[src/rtl/tlb_pkg.sv]
package tlb_pkg;
   typedef enum logic [1:0] {
      VIC_MATCH  = 2'd0,
      VIC_FREE   = 2'd1,
      VIC_ROTATE = 2'd2
   } victim_kind_e;
endpackage

[src/rtl/tlb_tag_match.sv]
module tlb_tag_match #(
   parameter int TAG_W = 16,
   parameter int WAYS  = 4
) (
   input  logic [WAYS-1:0][TAG_W-1:0] way_tags,
   input  logic [WAYS-1:0]            way_valid,
   input  logic [TAG_W-1:0]           req_tag,
   output logic [WAYS-1:0]            hit_vec
);
   for (genvar w = 0; w < WAYS; w++) begin : g_cmp
      assign hit_vec[w] = way_valid[w] && (way_tags[w] == req_tag);
   end
endmodule

[src/rtl/tlb_victim_pick.sv]
module tlb_victim_pick
   import tlb_pkg::*;
#(
   parameter int WAYS  = 4,
   parameter int WAY_W = 2
) (
   input  logic [WAYS-1:0]  match_vec,
   input  logic [WAYS-1:0]  valid_vec,
   input  logic [WAY_W-1:0] rr_ptr,
   output logic [WAY_W-1:0] way,
   output victim_kind_e     kind
);
   logic [WAY_W-1:0] free_way, match_way;
   logic             any_free, any_match;

   always_comb begin
      free_way  = '0;
      match_way = '0;
      any_free  = 1'b0;
      any_match = 1'b0;
      for (int w = WAYS - 1; w >= 0; w--) begin
         if (!valid_vec[w]) begin
            free_way = WAY_W'(w);
            any_free = 1'b1;
         end
         if (match_vec[w]) begin
            match_way = WAY_W'(w);
            any_match = 1'b1;
         end
      end
      if (any_match) begin
         way  = match_way;
         kind = VIC_MATCH;
      end else if (any_free) begin
         way  = free_way;
         kind = VIC_FREE;
      end else begin
         way  = rr_ptr;
         kind = VIC_ROTATE;
      end
   end
endmodule

[src/rtl/xlat_tlb.sv]
module xlat_tlb
   import tlb_pkg::*;
#(
   parameter int VPN_W    = 20,
   parameter int PPN_W    = 20,
   parameter int PERM_W   = 4,
   parameter int SET_BITS = 4,
   parameter int WAYS     = 4
) (
   input  logic              clk,
   input  logic              rst_n,
   input  logic              lkp_valid,
   input  logic [VPN_W-1:0]  lkp_vpn,
   input  logic              fill_en,
   input  logic [VPN_W-1:0]  fill_vpn,
   input  logic [PPN_W-1:0]  fill_ppn,
   input  logic [PERM_W-1:0] fill_perm,
   input  logic              flush,
   output logic              rsp_valid,
   output logic              rsp_hit,
   output logic [PPN_W-1:0]  rsp_ppn,
   output logic [PERM_W-1:0] rsp_perm
);
   localparam int SETS  = 1 << SET_BITS;
   localparam int TAG_W = VPN_W - SET_BITS;
   localparam int WAY_W = (WAYS > 1) ? $clog2(WAYS) : 1;
   localparam int LINES = SETS * WAYS;

   if (SET_BITS < 1 || SET_BITS >= VPN_W) begin : g_bad_index
      $error("SET_BITS must leave at least one tag bit");
   end
   if (WAYS < 2 || (WAYS & (WAYS - 1)) != 0) begin : g_bad_ways
      $error("WAYS must be a power of two of at least 2");
   end

   logic [WAYS-1:0]              valid_q [SETS];
   logic [WAYS-1:0][TAG_W-1:0]   tag_q   [SETS];
   logic [WAYS-1:0][PPN_W-1:0]   ppn_q   [SETS];
   logic [WAYS-1:0][PERM_W-1:0]  perm_q  [SETS];
   logic [WAY_W-1:0]             rr_q    [SETS];
   logic [LINES-1:0]             valid_flat;

   for (genvar s = 0; s < SETS; s++) begin : g_flat
      assign valid_flat[s*WAYS +: WAYS] = valid_q[s];
   end

   // lookup side
   logic [SET_BITS-1:0] lk_idx;
   logic [TAG_W-1:0]    lk_tag;
   logic [WAYS-1:0]     lk_hit_vec;
   logic [PPN_W-1:0]    lk_ppn;
   logic [PERM_W-1:0]   lk_perm;

   assign lk_idx = lkp_vpn[SET_BITS-1:0];
   assign lk_tag = lkp_vpn[VPN_W-1:SET_BITS];

   tlb_tag_match #(.TAG_W(TAG_W), .WAYS(WAYS)) u_lkp_match (
      .way_tags (tag_q[lk_idx]),
      .way_valid(valid_q[lk_idx]),
      .req_tag  (lk_tag),
      .hit_vec  (lk_hit_vec)
   );

   always_comb begin
      lk_ppn  = '0;
      lk_perm = '0;
      for (int w = WAYS - 1; w >= 0; w--) begin
         if (lk_hit_vec[w]) begin
            lk_ppn  = ppn_q[lk_idx][w];
            lk_perm = perm_q[lk_idx][w];
         end
      end
   end

   always_ff @(posedge clk) begin
      if (!rst_n) begin
         rsp_valid <= 1'b0;
         rsp_hit   <= 1'b0;
         rsp_ppn   <= '0;
         rsp_perm  <= '0;
      end else begin
         rsp_valid <= lkp_valid;
         rsp_hit   <= lkp_valid && (|lk_hit_vec);
         rsp_ppn   <= (lkp_valid && (|lk_hit_vec)) ? lk_ppn  : '0;
         rsp_perm  <= (lkp_valid && (|lk_hit_vec)) ? lk_perm : '0;
      end
   end

   // fill side
   logic [SET_BITS-1:0] fl_idx;
   logic [TAG_W-1:0]    fl_tag;
   logic [WAYS-1:0]     fl_match_vec;
   logic [WAY_W-1:0]    fl_way;
   victim_kind_e        fl_kind;
   logic                fl_write;

   assign fl_idx   = fill_vpn[SET_BITS-1:0];
   assign fl_tag   = fill_vpn[VPN_W-1:SET_BITS];
   assign fl_write = fill_en && !flush;

   tlb_tag_match #(.TAG_W(TAG_W), .WAYS(WAYS)) u_fill_match (
      .way_tags (tag_q[fl_idx]),
      .way_valid(valid_q[fl_idx]),
      .req_tag  (fl_tag),
      .hit_vec  (fl_match_vec)
   );

   tlb_victim_pick #(.WAYS(WAYS), .WAY_W(WAY_W)) u_victim (
      .match_vec(fl_match_vec),
      .valid_vec(valid_q[fl_idx]),
      .rr_ptr   (rr_q[fl_idx]),
      .way      (fl_way),
      .kind     (fl_kind)
   );

   always_ff @(posedge clk) begin
      if (!rst_n) begin
         for (int s = 0; s < SETS; s++) begin
            valid_q[s] <= '0;
            rr_q[s]    <= '0;
         end
      end else if (flush) begin
         for (int s = 0; s < SETS; s++) begin
            valid_q[s] <= '0;
         end
      end else if (fill_en) begin
         valid_q[fl_idx][fl_way] <= 1'b1;
         if (fl_kind == VIC_ROTATE) begin
            rr_q[fl_idx] <= rr_q[fl_idx] + 1'b1;
         end
      end
   end

   always_ff @(posedge clk) begin
      if (fl_write) begin
         tag_q[fl_idx][fl_way]  <= fl_tag;
         ppn_q[fl_idx][fl_way]  <= fill_ppn;
         perm_q[fl_idx][fl_way] <= fill_perm;
      end
   end
endmodule

[config.mk]
export PLATFORM = sky130hd
export DESIGN_NAME = xlat_tlb
export DESIGN_NICKNAME = d
export VERILOG_FILES = /design/src/rtl/tlb_pkg.sv /design/src/rtl/tlb_tag_match.sv /design/src/rtl/tlb_victim_pick.sv /design/src/rtl/xlat_tlb.sv
export SDC_FILE = /design/constraint.sdc
export NUM_CORES = 2
export LEC_CHECK = 0
export CAP_MARGIN = 40
export CORE_UTILIZATION = 52
export CTS_CLUSTER_SIZE = 40
export DETAILED_ROUTE_END_ITERATION = 12
export MAX_ROUTING_LAYER = met4
export PLACE_DENSITY = 0.68
export SLEW_MARGIN = 20
export SYNTH_ARGS = -nofsm -noshare
export SYNTH_HDL_FRONTEND = slang
export SYNTH_SLANG_ARGS = --single-unit
[constraint.sdc]
create_clock -name clk -period 10 [get_ports clk]
set_input_delay 2 -clock clk [delete_from_list [all_inputs] [get_ports clk]]
set_output_delay 2 -clock clk [all_outputs]
set_load 0.03 [all_outputs]
==> results.md <==
* Status: complete, no violations
* Port bufs at 94
* Worst-path maximum fanout at 55
* Mean Syn Cell Area at 21.2 um^2
* Synth cell types at 86
* Vias per cell at 6.86
* Fmax at 141 MHz
* Die span in x at 470 um
* Iter 0 DRT Violations at 8739
* Critical path's slowest cell: buf_4
* Yosys Warn Count at 0
* Worst EP arrival at 7620 ps
* Post-CTS Setup Inserts at 0
* RSZ-0062 raised after global routing: no
* Final Skew at 77.1 ps
* Initial antenna violation count at 7
* Clock Sinks at 2682
* Max-slew violations at 0
* Flops & latches, synth at 2682
* Critical path, cell by cell: buf_8, and2_1, buf_4, a22o_1, nor3_1, a2111oi_0, nand3_1, a222oi_1, nand4b_1, o31a_1, or2_1, buf_8, nor3_2, buf_4
* Leak Pwr at 41.1 nW
* First-pass GRT wire length at 446000 um
* CP Data Required Time at 10510 ps
* Final setup fails at 0
* IO Count at 95
* Fill count at 15100
* Final nets at 5717
* CTS Buf Count at 288
* Starting Density at 52.4%
* Slew HR at 33.8%
* H-tree depth at 5
* Cell Pwr Density at 188 nW/um^2
* Startpoint Class: input pin
* Worst setup path category: in -> reg
* Core Area at 218000 um^2
* Buffer depth of the longest clock path at 4
* Largest net degree at the start of global routing at 135
* Worst vdd ir at 0.202 mV
* RePlAce Congestion at 0.927
* CTS tree: yes
* Fin crit share at 71.0%
* DRC violations left at 0
* Vias in the first global route at 58700
* Share of cells above drive strength 1 at 31.0%
* MaxCap Viol Count at 0
* Post-Place Setup Slack at 2210 ps
* Fin crit period at 7100 ps
* Die area at 221000 um^2
* GRT overflow at 0
* Commonest cells after routing, fill and taps aside: edfxtp_1 (2592), mux4_2 (998), clkbuf_16 (297), mux2i_1 (253), buf_4 (195)
* # rows at 171
* Die Height at 470 um
* Gr usage total at 29.5%
* FFs w/ async S/R, synth at 0%
* Worst-Margin Slew at 990 ps
* Avg WL per Cell at 36.2 um
* Fin Setup TNS at 0 ps
* Area grow syn2layout at 12.6%
* Number of synthesized flops with an enable pin at 2592
* Hold WC Path Type: reg -> reg
* Most used DFF post-synth: edfxtp_1
* Commonest non-fill, non-tap cell in the layout: edfxtp_1
* Routed Antenna Nets at 0
* Final Util at 59.0%
* Final setup margin at 2900 ps
* Worst skew pair latency at 960 ps
* Cells after Synth at 5382
* CTS hold repair buffers at 0
* HPWL Detailed at 185000 um
* Mapped Area at 114000 um^2
* Mapped Nets at 5451
* Resize count post-CTS at 0
* Critical Path End Type: flop
* WL final at 315000 um
* Clock root cell: clkbuf_16
* Fin. Hold Viols at 0
* Max incr delay on CP at 730 ps
* Register area share after synthesis at 69.9%
* Via count at 59700
* Clock Pin Slew Worst Setup and Hold Paths at 60 ps
* DRT Pass-1 Iters at 6
-- per-stage QoR --
| step | cells | power, mW | hold WS [ps] | instance area, um^2 |
|---|---|---|---|---|
| finish | 8703 | 24.1 | 458 | 128000 |
| global route | 8701 | 24.7 | 482 | 128000 |
| CTS | 8689 | 24.2 | 458 | 128000 |
| detailed placement | 8202 | 14.1 | 450 | 119000 |
| global placement | 8160 | 14.1 | 443 | 118000 |
| floorplan | 5382 | 13.5 | 433 | 114000 |
-- cell type report --
class,count,area [um^2],area share [%]
Antenna cell,4,10.0,0.00780
Clock buffer,354,7700,6.00
Clock inverter,133,1170,0.911
Inverter,71,267,0.208
Multi-Input combinational cell,2253,32400,25.3
Sequential cell,2682,79600,62.1
Tap cell,2854,3570,2.78
Timing Repair Buffer,352,3540,2.76
-- worst max-delay path: cells and delay by family --
kind,cells,cell delay (ps)
buffers and inverters,4,1830
and+or+nand+nor,6,1830
AOI/OAI and AO/OA,4,1760
-- final timing paths --
check	startpoint	end	slack, ps	cells past startpoint
setup reg to reg	tag_q[14][51]$_DFFE_PP_	ppn_q[9][71]$_DFFE_PP_	4810	12
setup / recovery	fill_vpn[0]	tag_q[15][22]$_DFFE_PP_	2900	14
hold reg to reg	valid_q[14][2]$_DFF_P_	valid_q[14][2]$_DFF_P_	460	2
hold / removal	valid_q[14][2]$_DFF_P_	valid_q[14][2]$_DFF_P_	460	2
-- registers in the layout, summed over array words and instances, names as in the netlist --
signal,cells
rr_q,32
valid_q,64
tag_q,1024
rsp_ppn,20
rsp_valid,1
perm_q,256
ppn_q,1280
rsp_perm,4
rsp_hit,1
-- metal layers --
metal	GRT usage (%)	vias to the layer above	share of wire (%)
met3	5.65	618	10
met1	41.0	31900	39
met5	-	-	0
met2	43.8	3739	47
li1	-	23500	-
met4	10.5	0	3.9
-- synth_stat cells (all sizes together), types with 7 or more instances --
cell type,count,area (um^2)
a211oi,9,67.6
edfxtp,2592,77800
nand4,14,87.6
nor3b,33,323
inv,67,251
mux2i,253,2530
nand2b,10,62.6
xor2,45,394
a22oi,57,428
o22ai,42,263
nand3,35,175
o21ai,78,390
nand2,128,480
o22a,24,210
nor3,42,295
o2111ai,7,61.3
xnor2,90,788
mux4,1010,22800
dfxtp,90,1800
a31oi,11,68.8
o211ai,9,67.6
mux2,31,353
nor2b,40,250
nor2,81,312
nor4,21,153
a22o,50,438
a221oi,14,129
buf,233,1550
clkbuf,143,544
a21oi,40,204
-- power by group --
part           switching (mW)  total [mW]  internal (mW)
Sequential             0.0125        12.4           12.3
Combinational           0.910        1.52          0.606
Clock                    4.28        10.2           5.94
Total                    5.20        24.1           18.9
-- cell families (layout without fill, tap and decap cells) --
kind of cell	after synthesis	after routing	share of synthesized area, %
xor+xnor	135	135	1.04
compound gates	388	388	2.42
mux	1294	1294	22.5
simple gates	436	436	2.10
other cells	0	4	0
buf+inv	447	910	2.07
flops	2682	2682	69.9
(Power assumes the default switching activity.)
